`config.mk`:
```
export PLATFORM = sky130hd
export DESIGN_NAME = ttp_gen
export DESIGN_NICKNAME = d
export VERILOG_FILES = /design/src/rtl/ttp_pkg.sv /design/src/rtl/ttp_ctx_mux.sv /design/src/rtl/ttp_ptr_calc.sv /design/src/rtl/ttp_tag_word.sv /design/src/rtl/ttp_gen.sv
export SDC_FILE = /design/constraint.sdc
export NUM_CORES = 1
export LEC_CHECK = 0
export BUFFER_PORTS_ARGS = -buffer_cell sky130_fd_sc_hd__buf_2
export CORE_AREA = 5 5 246 248
export CTS_CLUSTER_DIAMETER = 40
export DETAILED_ROUTE_END_ITERATION = 10
export DIE_AREA = 0 0 251 253
export GPL_ROUTABILITY_DRIVEN = 0
export MAX_ROUTING_LAYER = met4
export PLACE_DENSITY = 0.45
export SLEW_MARGIN = 40
export SYNTH_ARGS = -nofsm -noshare
export SYNTH_HDL_FRONTEND = slang
export SYNTH_SLANG_ARGS = --single-unit
export TNS_END_PERCENT = 50
```
`constraint.sdc`:
```
create_clock -name clk -period 13.2 [get_ports clk]
set_input_delay 1.98 -clock clk [delete_from_list [all_inputs] [get_ports clk]]
set_output_delay 1.98 -clock clk [all_outputs]
set_load 0.05 [all_outputs]
```
`src/rtl/ttp_pkg.sv`:
```
package ttp_pkg;
   localparam int unsigned DATA_W    = 64;
   localparam int unsigned CTX_W     = 13;
   localparam int unsigned PS_W      = 3;
   localparam int unsigned SZ_W      = 4;
   localparam int unsigned BASE_LSB  = 13;
   localparam int unsigned IDX_SHIFT = 9;
   localparam int unsigned PS_STEP   = 3;
   localparam int unsigned ENT_ALIGN = 4;
   localparam int unsigned WIN_TOP0  = 12;
   localparam int unsigned TW_SHIFT  = 22;
   localparam int unsigned TW_CTXPOS = 48;

   typedef struct packed {
      logic [DATA_W-1:0] base0;
      logic [DATA_W-1:0] base1;
      logic [DATA_W-1:0] cfg;
   } ttp_regset_t;
endpackage

```
`src/rtl/ttp_ctx_mux.sv`:
```
module ttp_ctx_mux
   import ttp_pkg::*;
#(
   parameter int unsigned W    = DATA_W,
   parameter int unsigned CW   = CTX_W
) (
   input  logic [W-1:0] tag_acc,
   input  logic [W-1:0] z_base0,
   input  logic [W-1:0] z_base1,
   input  logic [W-1:0] z_cfg,
   input  logic [W-1:0] nz_base0,
   input  logic [W-1:0] nz_base1,
   input  logic [W-1:0] nz_cfg,
   output logic [W-1:0] sel_base0,
   output logic [W-1:0] sel_base1,
   output logic [W-1:0] sel_cfg
);
   logic zero_ctx;

   if (CW == 0 || CW >= W) begin : g_bad_ctx
      $error("ttp_ctx_mux: context width out of range");
   end

   assign zero_ctx = (tag_acc[CW-1:0] == '0);

   always_comb begin
      if (zero_ctx) begin
         sel_base0 = z_base0;
         sel_base1 = z_base1;
         sel_cfg   = z_cfg;
      end else begin
         sel_base0 = nz_base0;
         sel_base1 = nz_base1;
         sel_cfg   = nz_cfg;
      end
   end
endmodule

```
`src/rtl/ttp_ptr_calc.sv`:
```
module ttp_ptr_calc
   import ttp_pkg::*;
#(
   parameter int unsigned W       = DATA_W,
   parameter int unsigned PSW     = PS_W,
   parameter int unsigned SZW     = SZ_W,
   parameter int unsigned BLSB    = BASE_LSB,
   parameter int unsigned SHIFT0  = IDX_SHIFT,
   parameter int unsigned STEP    = PS_STEP,
   parameter int unsigned ALIGN   = ENT_ALIGN,
   parameter int unsigned TOP0    = WIN_TOP0,
   parameter bit          SPLIT_EN = 1'b0
) (
   input  logic [W-1:0] tag_acc,
   input  logic [W-1:0] base,
   input  logic [W-1:0] cfg,
   output logic [W-1:0] ptr
);
   localparam int unsigned PS_MAX  = (1 << PSW) - 1;
   localparam int unsigned SZ_MAX  = (1 << SZW) - 1;
   localparam int unsigned SH_MAX  = SHIFT0 + STEP * PS_MAX;
   localparam int unsigned TOP_MAX = TOP0 + SZ_MAX;
   localparam int unsigned SPL_MAX = BLSB + SZ_MAX;
   localparam int unsigned CW      = $clog2(W) + 1;

   if (SH_MAX >= W || TOP_MAX >= W || SPL_MAX >= W) begin : g_bad_range
      $error("ttp_ptr_calc: shift or window exceeds data width");
   end
   if (ALIGN > TOP0 || BLSB <= SZW || BLSB >= W) begin : g_bad_layout
      $error("ttp_ptr_calc: inconsistent field layout");
   end

   logic [PSW-1:0] ps;
   logic [SZW-1:0] sz;
   logic [CW-1:0]  shamt;
   logic [CW-1:0]  top;
   logic [W-1:0]   idx;
   logic [W-1:0]   win;
   logic [W-1:0]   hi_base;
   logic [W-1:0]   split_bit;

   assign ps    = cfg[PSW-1:0];
   assign sz    = base[SZW-1:0];
   assign shamt = CW'(SHIFT0) + CW'(STEP) * CW'(ps);
   assign top   = CW'(TOP0) + CW'(sz);
   assign idx   = tag_acc >> shamt;

   always_comb begin
      for (int i = 0; i < int'(W); i++) begin
         win[i] = (i >= int'(ALIGN)) && (i <= int'(top));
      end
   end

   assign hi_base = {base[W-1:BLSB], {BLSB{1'b0}}};

   if (SPLIT_EN) begin : g_split
      logic [CW-1:0] spos;
      assign spos      = CW'(BLSB) + CW'(sz);
      assign split_bit = base[BLSB-1] ? (W'(1) << spos) : '0;
   end else begin : g_nosplit
      assign split_bit = '0;
   end

   assign ptr = hi_base | (idx & win) | split_bit;
endmodule

```
`src/rtl/ttp_tag_word.sv`:
```
module ttp_tag_word
   import ttp_pkg::*;
#(
   parameter int unsigned W    = DATA_W,
   parameter int unsigned CW   = CTX_W,
   parameter int unsigned SH   = TW_SHIFT,
   parameter int unsigned CPOS = TW_CTXPOS
) (
   input  logic [W-1:0] tag_acc,
   output logic [W-1:0] tag_word
);
   localparam int unsigned VA_BITS = W - SH;

   if (CPOS + CW > W || VA_BITS > CPOS) begin : g_bad_tw
      $error("ttp_tag_word: fields overlap or overflow");
   end

   logic [W-1:0] va_part;
   logic [W-1:0] ctx_part;

   assign va_part  = W'(tag_acc[W-1:SH]);
   assign ctx_part = W'(tag_acc[CW-1:0]) << CPOS;
   assign tag_word = va_part | ctx_part;
endmodule

```
`src/rtl/ttp_gen.sv`:
```
module ttp_gen
   import ttp_pkg::*;
#(
   parameter int unsigned W = DATA_W
) (
   input  logic         clk,
   input  logic         rst_n,
   input  logic         rd_stb,
   input  logic [63:0]  tag_acc,
   input  logic [63:0]  z_base0,
   input  logic [63:0]  z_base1,
   input  logic [63:0]  nz_base0,
   input  logic [63:0]  nz_base1,
   input  logic [63:0]  z_cfg,
   input  logic [63:0]  nz_cfg,
   output logic [63:0]  ptr0,
   output logic [63:0]  ptr1,
   output logic [63:0]  tag_word,
   output logic         rd_valid
);
   localparam int unsigned NGRP = 2;

   if (W != 64) begin : g_bad_w
      $error("ttp_gen: port width fixed at 64");
   end

   logic [W-1:0] sel_base [NGRP];
   logic [W-1:0] sel_cfg;
   logic [W-1:0] ptr_nx   [NGRP];
   logic [W-1:0] tw_nx;

   ttp_ctx_mux #(.W(W), .CW(CTX_W)) u_mux (
      .tag_acc   (tag_acc),
      .z_base0   (z_base0),
      .z_base1   (z_base1),
      .z_cfg     (z_cfg),
      .nz_base0  (nz_base0),
      .nz_base1  (nz_base1),
      .nz_cfg    (nz_cfg),
      .sel_base0 (sel_base[0]),
      .sel_base1 (sel_base[1]),
      .sel_cfg   (sel_cfg)
   );

   for (genvar g = 0; g < int'(NGRP); g++) begin : g_grp
      ttp_ptr_calc #(
         .W        (W),
         .SPLIT_EN (g == 1)
      ) u_calc (
         .tag_acc (tag_acc),
         .base    (sel_base[g]),
         .cfg     (sel_cfg),
         .ptr     (ptr_nx[g])
      );
   end

   ttp_tag_word #(.W(W)) u_tw (
      .tag_acc  (tag_acc),
      .tag_word (tw_nx)
   );

   always_ff @(posedge clk) begin
      if (!rst_n) begin
         ptr0     <= '0;
         ptr1     <= '0;
         tag_word <= '0;
         rd_valid <= 1'b0;
      end else begin
         rd_valid <= rd_stb;
         if (rd_stb) begin
            ptr0     <= ptr_nx[0];
            ptr1     <= ptr_nx[1];
            tag_word <= tw_nx;
         end
      end
   end
endmodule

```
==> results.md, run 1 <==
- Ratio of total power to cell area: about 110 nW/um^2
- Result of the run: completed
- Count of flip-flops with a built-in enable after synthesis: 0
- Startpoint class of the critical path: input port
- Cells taking the most area after synthesis: dfxtp_1 (28%), mux2i_1 (10%), nand2_1 (7.9%), o211a_1 (5.2%), mux4_2 (4.8%)
- Hold Fails Final Rpt: 0
- Vias in the first global route: between 10,000 and 15,000
- WP data arrival: 8.53 ns
- Number of max-slew violations in the final report: 0
- Number of fill cells in the layout: around 6,400
- Worst clock skew on the final layout: 0 ns
- Static leakage: 7.711 nW
- Synth Cell Area: between 10,000 and 15,000 um^2
- Buf+Inv Stages, Crit Path: 5
- Crit Path Max Fanout: 63
- Clock root buffer: clkbuf_16
- Count of unresolved DRC violations after routing: 0
- Starting Density: a little over a fifth
- Area growth from synthesis to layout: 28.42%
- Min-delay worst type: reg -> reg
- Largest stage delay on the critical path: between 0.7 and 0.8 ns
- Register area: 3603 um^2
- Most common flop cell mapped by yosys: dfxtp_1
- Initial antenna violation count: 8
- Setup TNS: 0 ns
- Die area: 63,500 um^2
- Global-route wire length before repair: roughly 93 mm
- Drt wl/cell: 24.38 um
- Cells along the critical path: buf_2 > or4_1 > o41a_1 > a21oi_4 > buf_4 > inv_6 > ha_2 > fa_1 > buf_4 > inv_1 > nand2_1 > o22ai_1 > mux2i_1 > o211ai_1 > o22ai_1 > o221ai_1 > a41oi_1
- Post-route fraction of the period consumed by the critical path: between 60% and 70%
- Initial DRC Count: ~1,200
- Peak Freq: about 0.12 GHz
- Register bit total from synthesis: between 150 and 200
- Gate count of the mapped netlist: 1,551
- Maximum count of clock buffers along a single path: 2
- HPWL reported at the end of detailed placement: between 50 and 60 mm
- Overall fraction of global-route tracks in use: 20.18%
- Die height: 253 um
- Power after layout: between 0.0015 and 0.002 W
- Dominant cell type by area after synthesis: dfxtp_1
- Critical path data required time: between 10 and 15 ns
- Post-synthesis average cell area: 8.174 um^2
- Num CTS Buffers: 17
- Cell with the largest stage delay on the worst path: or4_1
- Post-layout minimum cycle time: 8.102 ns
- Worst setup EP type: register
- Sequential element share of the synthesized area: ~28%
- Port bufs: 474
- Routed vias: around 14,000
- Post-synth top area share: about 28%
- # resized after CTS: 0
- Number of clock sinks seen by CTS: 180
- Via-per-instance ratio: approximately 5.2
- Worst hold margin: between 0.4 and 0.5 ns
- # setup viols final: 0
- Share of synthesized flip-flops with an asynchronous set or reset: 0%
- Post-CTS setup repair buffer count: 0
- Clock latency of the later-clocked register in the worst-skew pair: between 0.4 and 0.5 ns
- Synth warn: 0
- Core outline area: slightly below 60,000 um^2
- TritonCTS clock tree: yes
- Combined area of the multi-input logic cells: 8409 um^2
- Number of hold buffers added after CTS: 0
- RSZ-0062 raised after global routing: no
- Max-slew headroom: a little over two fifths
- Number of levels in the clock H-tree: 4
- Pin count of the biggest net entering global routing: 84
- Fraction of final layout cells sized beyond drive strength 1: a little under a third
- Clock-pin slew of the registers on the worst-case setup and hold paths: roughly 0.09 ns
- Count of different cell masters after synthesis: just under 80
- Max IR drop VDD: between 100 and 150 uV
- Number of core rows: 89
- Critical setup path kind: in -> reg
- Kind of cell adding the most delay to the critical path: compound AO/OA/AOI/OAI gates
- Number of nets still failing antenna checks after routing: 0
- Transition time at the pin with the least slew margin: 0.8445 ns
- Count of TritonRoute iterations in the first routing pass: 5
- Horizontal die dimension: roughly 250 um
- MaxCap Viol Count: 0
- Number of ports placed on the die boundary: about 640
- GR Overflow Total: 0
- Net count, final: 2,403
- Post-detailed-routing wire length: 66.42 mm
## cells in the final DEF, fill, tap and decap left out, types with 23 or more instances in the layout
| cell type | n |
|---|---|
| a21oi_1 | 47 |
| buf_2 | 472 |
| buf_4 | 27 |
| dfxtp_1 | 180 |
| mux2_2 | 24 |
| mux2i_1 | 129 |
| mux4_2 | 27 |
| nand2_1 | 267 |
| nand3_1 | 94 |
| nor2_1 | 95 |
| nor2b_1 | 58 |
| o211a_1 | 66 |
| o211ai_1 | 56 |
| o21ai_0 | 55 |
| o221ai_1 | 23 |
## metrics by stage
stage,worst slack [ns],instances,utilization [%],instance area (um^2)
2_1_floorplan,6.104,1563,-,12720
4_1_cts,5.261,2719,27.92,16260
6_report,5.098,2724,27.95,16280
3_5_place_dp,4.722,2687,26.87,15650
5_1_grt,4.907,2724,27.95,16280
3_3_place_gp,4.718,2687,26.86,15640
## worst register-to-register path: stages (launching register included)
cell and delay, ns:
dfxtp_1 0.33, o21ai_0 0.18, or3_1 0.50, o32ai_1 0.23
## synthesized netlist by cell type (9+ instances only)
cell type and count:
o211ai_1 56, buf_4 15, nor2b_1 59, mux2i_1 130, o2bb2ai_1 9, and3_1 9
a21o_1 10, o21ai_0 55, a31oi_1 18, mux4_2 27, o211a_1 66, o221a_2 12
o221ai_1 23, clkbuf_1 113, nor3_1 14, o31ai_1 9, a211oi_1 10, a21oi_1 48
mux2_2 24, nand3_1 94, ha_1 18, o22ai_1 12, nor2_1 96, inv_1 19
buf_1 10, nand2_1 267, buf_2 9, a22oi_1 10, dfxtp_1 180
## path summary, 6_finish.rpt
kind         startpoint       end  slack (ns)  cells after the start
max          tag_acc[5]  ptr0[19]        5.10                     17
min            ptr0[11]  ptr0[11]        0.45                      2
max reg2reg    ptr0[16]  ptr0[16]       11.87                      3
min reg2reg    ptr0[11]  ptr0[11]        0.45                      2
## cell families (layout without fill, tap and decap cells)
kind of cell / after synthesis / after routing / share of synthesized area (%)
AND/OR/NAND/NOR: 574 / 574 / 20.29
XOR/XNOR: 4 / 4 / 0.3356
AO/OA/AOI/OAI: 418 / 418 / 25.34
other: 1 / 18 / 0.02958
buffers and inverters: 171 / 554 / 5.951
multiplexers: 184 / 184 / 17.70
adder cells (fa/ha/maj): 19 / 19 / 1.935
flip-flops: 180 / 180 / 28.42
## final cells by class
type,count,area share [%]
Clock inverter,15,1.153
Antenna cell,5,0.07685
Timing Repair Buffer,501,15.92
Clock buffer,17,2.613
Sequential cell,180,22.13
Tap cell,773,5.941
Multi-Input combinational cell,1212,51.65
Inverter,21,0.5149
## power breakdown
part           total (W)  internal (W)  switching, W  leakage [nW]
clock network   0.000556      0.000274      0.000283         0.298
registers       0.000606      0.000585     0.0000210          1.49
logic           0.000695      0.000207      0.000488          5.92
total            0.00186       0.00107      0.000792          7.71
## registers in the layout, summed over array words and instances (netlist names)
register,count
rd_valid,1
ptr1,64
tag_word,55
ptr0,60
## per-layer routing
layer,share of wire [%],GRT usage [%]
met1,42,25.17
met2,48,32.06
met3,7.2,5.228
met4,3.3,6.580
met5,0,-
No activity file was read; power rests on OpenSTA's default activity.
==> run 2: changes to the inputs <==
- clock period: 13.2 -> 7.7 ns (I/O delays scaled with it)
==> run 2 against run 1 <==
  * Cell count increased by 0.66%
  * Sequential share of layout area decreased by 0.22 points
  * Cell area increased by 0.99%
  * Clock power increased by 80%
  * Clock skew unchanged
  * Register-to-register slack got worse by 5.6 ns
  * Critical path type unchanged
==> results.md, run 2 (synthesized netlist as in run 1, its figures left out) <==
- Result of the run: completed
- Starting Density: 21.77% (unchanged)
- Transition time at the pin with the least slew margin: 0.8174 ns (-0.02710 ns)
- Critical setup path kind: in -> reg
- Fraction of final layout cells sized beyond drive strength 1: 32.33% (+0.37 points)
- Max FFs per register: 64 (unchanged)
- Commonest cells after routing, fill and taps aside: buf_2 (474), nand2_1 (267), dfxtp_1 (180), mux2i_1 (128), nor2_1 (96)
- Switching share of total power: 41.45% (-1.2 points)
- Static leakage: 7.780 nW (+0.90%)
- Crit Path Max Fanout: 44 (-30%)
- Switching pwr: 0.001343 W (+70%)
- Part of the total power dissipated in combinational logic: 37.1% (-0.3 points)
- Overall fraction of global-route tracks in use: 20.45% (+0.27 points)
- Peak Freq: around 0.17 GHz
- Post-layout minimum cycle time: roughly 6.0 ns
- Count of unresolved DRC violations after routing: 0 (unchanged)
- Post-CTS setup repair buffer count: 0 (unchanged)
- Dominant cell type by count on the critical path: nand2_1
- RSZ-0062 raised after global routing: no
- Die height: 253 um (unchanged)
- Count of TritonRoute iterations in the first routing pass: 5 (unchanged)
- Clock latency of the later-clocked register in the worst-skew pair: 0.50 ns (about the same)
- Cells along the critical path: buf_2 > or4_1 > or4_4 > nand2_1 > nand2_1 > ha_2 > fa_1 > buf_12 > inv_1 > nand2_1 > o22ai_1 > mux2i_1 > o211ai_1 > o22ai_1 > o221ai_1 > a41oi_1
- Cell with the largest stage delay on the worst path: or4_4
- Initial DRC Count: 1,356 (+14%)
- Post-placement cell area: 15,750 um^2 (+0.62%)
- Critical path data required time: 8.13 ns (-5.50 ns)
- Post-detailed-routing wire length: 66.73 mm (+0.47%)
- Register with the highest flop count: ptr1
- Worst Setup Slack post-DPL: 1.160 ns (-3.562 ns)
- Initial antenna violation count: 13 (+5)
- # setup viols final: 0 (unchanged)
- Number of ports placed on the die boundary: 644 (unchanged)
- Core outline area: 58,240 um^2 (unchanged)
- Minimum setup slack in the final design: 1.671 ns (-3.427 ns)
- Setup TNS: 0 ns (unchanged)
- Min-delay worst type: reg -> reg
- Num CTS Buffers: 17 (unchanged)
- Utilization after layout: 28.23% (+0.28 points)
- Final instance area: 16,440 um^2 (+0.99%)
- Internal power of the cells: 0.001898 W (+78%)
- # resized after CTS: 0 (unchanged)
- Worst clock skew on the final layout: 0 ns (unchanged)
- Hold Fails Final Rpt: 0 (unchanged)
- Number of core rows: 89 (unchanged)
- Number of hold buffers added after CTS: 0 (unchanged)
- Global-route wire length before repair: 94.42 mm (+1.3%)
- Number of clock sinks seen by CTS: 180 (unchanged)
- Clock root buffer: clkbuf_16
- Pin count of the biggest net entering global routing: 157 (+87%)
- Top flop regs: ptr1 (64), ptr0 (60), tag_word (55)
- Startpoint class of the critical path: input port
- Die area: 63,500 um^2 (unchanged)
- Number of nets still failing antenna checks after routing: 0 (unchanged)
- Maximum count of clock buffers along a single path: 2 (unchanged)
- Area growth from synthesis to layout: 29.70%
- TritonCTS clock tree: yes
- Most common cell after layout, fill and taps aside: buf_2
- Number of max-slew violations in the final report: 0 (unchanged)
- Routed vias: 14,168 (-0.21%)
- Net count, final: 2,415 (+0.50%)
- Relative contribution of sequential cells to total power: 32.0% (-0.6 points)
- GR Overflow Total: 0 (unchanged)
- Vias in the first global route: 13,542 (+0.99%)
- Drt wl/cell: 24.34 um (-0.19%)
- Clock-pin slew of the registers on the worst-case setup and hold paths: 0.08 ns (about the same)
- Largest stage delay on the critical path: 0.79 ns (+0.02 ns)
- Fraction of power consumed by the clock network: 30.9% (+0.9 points)
- Number of levels in the clock H-tree: 4 (unchanged)
- Max IR drop VDD: 162.8 uV (+59%)
- Max-slew headroom: 45.51% (+3.4 points)
- Horizontal die dimension: 251 um (unchanged)
- Port bufs: 474 (unchanged)
- HPWL reported at the end of detailed placement: 52.51 mm (+1.6%)
- WP data arrival: 6.46 ns (-2.07 ns)
- Post-route fraction of the period consumed by the critical path: 78.30%
- MaxCap Viol Count: 0 (unchanged)
- Worst setup EP type: register
- Ratio of total power to cell area: 197.1 nW/um^2 (+73%)
- Via-per-instance ratio: 5.167 (-0.87%)
- Power after layout: 0.003241 W (+75%)
==> run 2: cell types whose count changed in the layout (fill, tap and decap cells not counted), moves of 2 or more <==
cell / change
buf_4: +6
buf_2: +2
clkinv_8: -2
diode_2: +6
bufinv_16: +2
buf_12: +2
==> run 2: critical path, delay by kind of cell <==
family	cells	cell delay, ns
simple gates	5	2.21
mux	1	0.18
fa+ha+maj	2	0.75
compound gates	5	1.56
buf+inv	3	0.55
==> run 2: path summary, 6_finish.rpt <==
path | start | endpoint | slack [ns] | depth (start not counted)
worst min register to register | ptr0[11] | ptr0[11] | 0.45 | 2
worst max register to register | ptr0[16] | ptr0[16] | 6.31 | 3
worst min-delay path | ptr0[11] | ptr0[11] | 0.45 | 2
worst max-delay path | tag_acc[5] | ptr0[19] | 1.67 | 16
==> run 2: metal layers <==
layer | vias to the layer above | track usage (%) | wire length, um
met2 | 582 | 31.99 | 31580
met3 | 110 | 5.824 | 5040
met4 | 0 | 6.768 | 2241
li1 | 6528 | - | -
met1 | 6948 | 25.54 | 27870
met5 | - | - | 0
==> run 2: cell type report <==
class,instances,area [um^2]
clock buffer,18,429.2
tap,773,967.2
multi-input combinational,1212,8399
antenna,11,27.53
timing repair buffer,513,2725
clock inverter,14,206.4
fill,6387,41800
inverter,21,83.83
sequential,180,3603
==> run 2: power groups by stage <==
stage	Sequential [W]	Combinational, W	Clock, W
after floorplan	0.00131	0.000508	0
after global placement	0.00106	0.00119	0
after detailed placement	0.00106	0.00119	0
after CTS	0.00104	0.00119	0.00104
after global routing	0.00105	0.00127	0.00107
final	0.00104	0.00120	0.00100
==> run 2: stage by stage <==
stage / hold slack [ns] / cells
floorplan: 0.6615 / 1563
CTS: 0.4523 / 2730
finish: 0.4485 / 2742
detailed placement: 0.4386 / 2698
global placement: 0.4386 / 2696
global route: 0.4675 / 2741
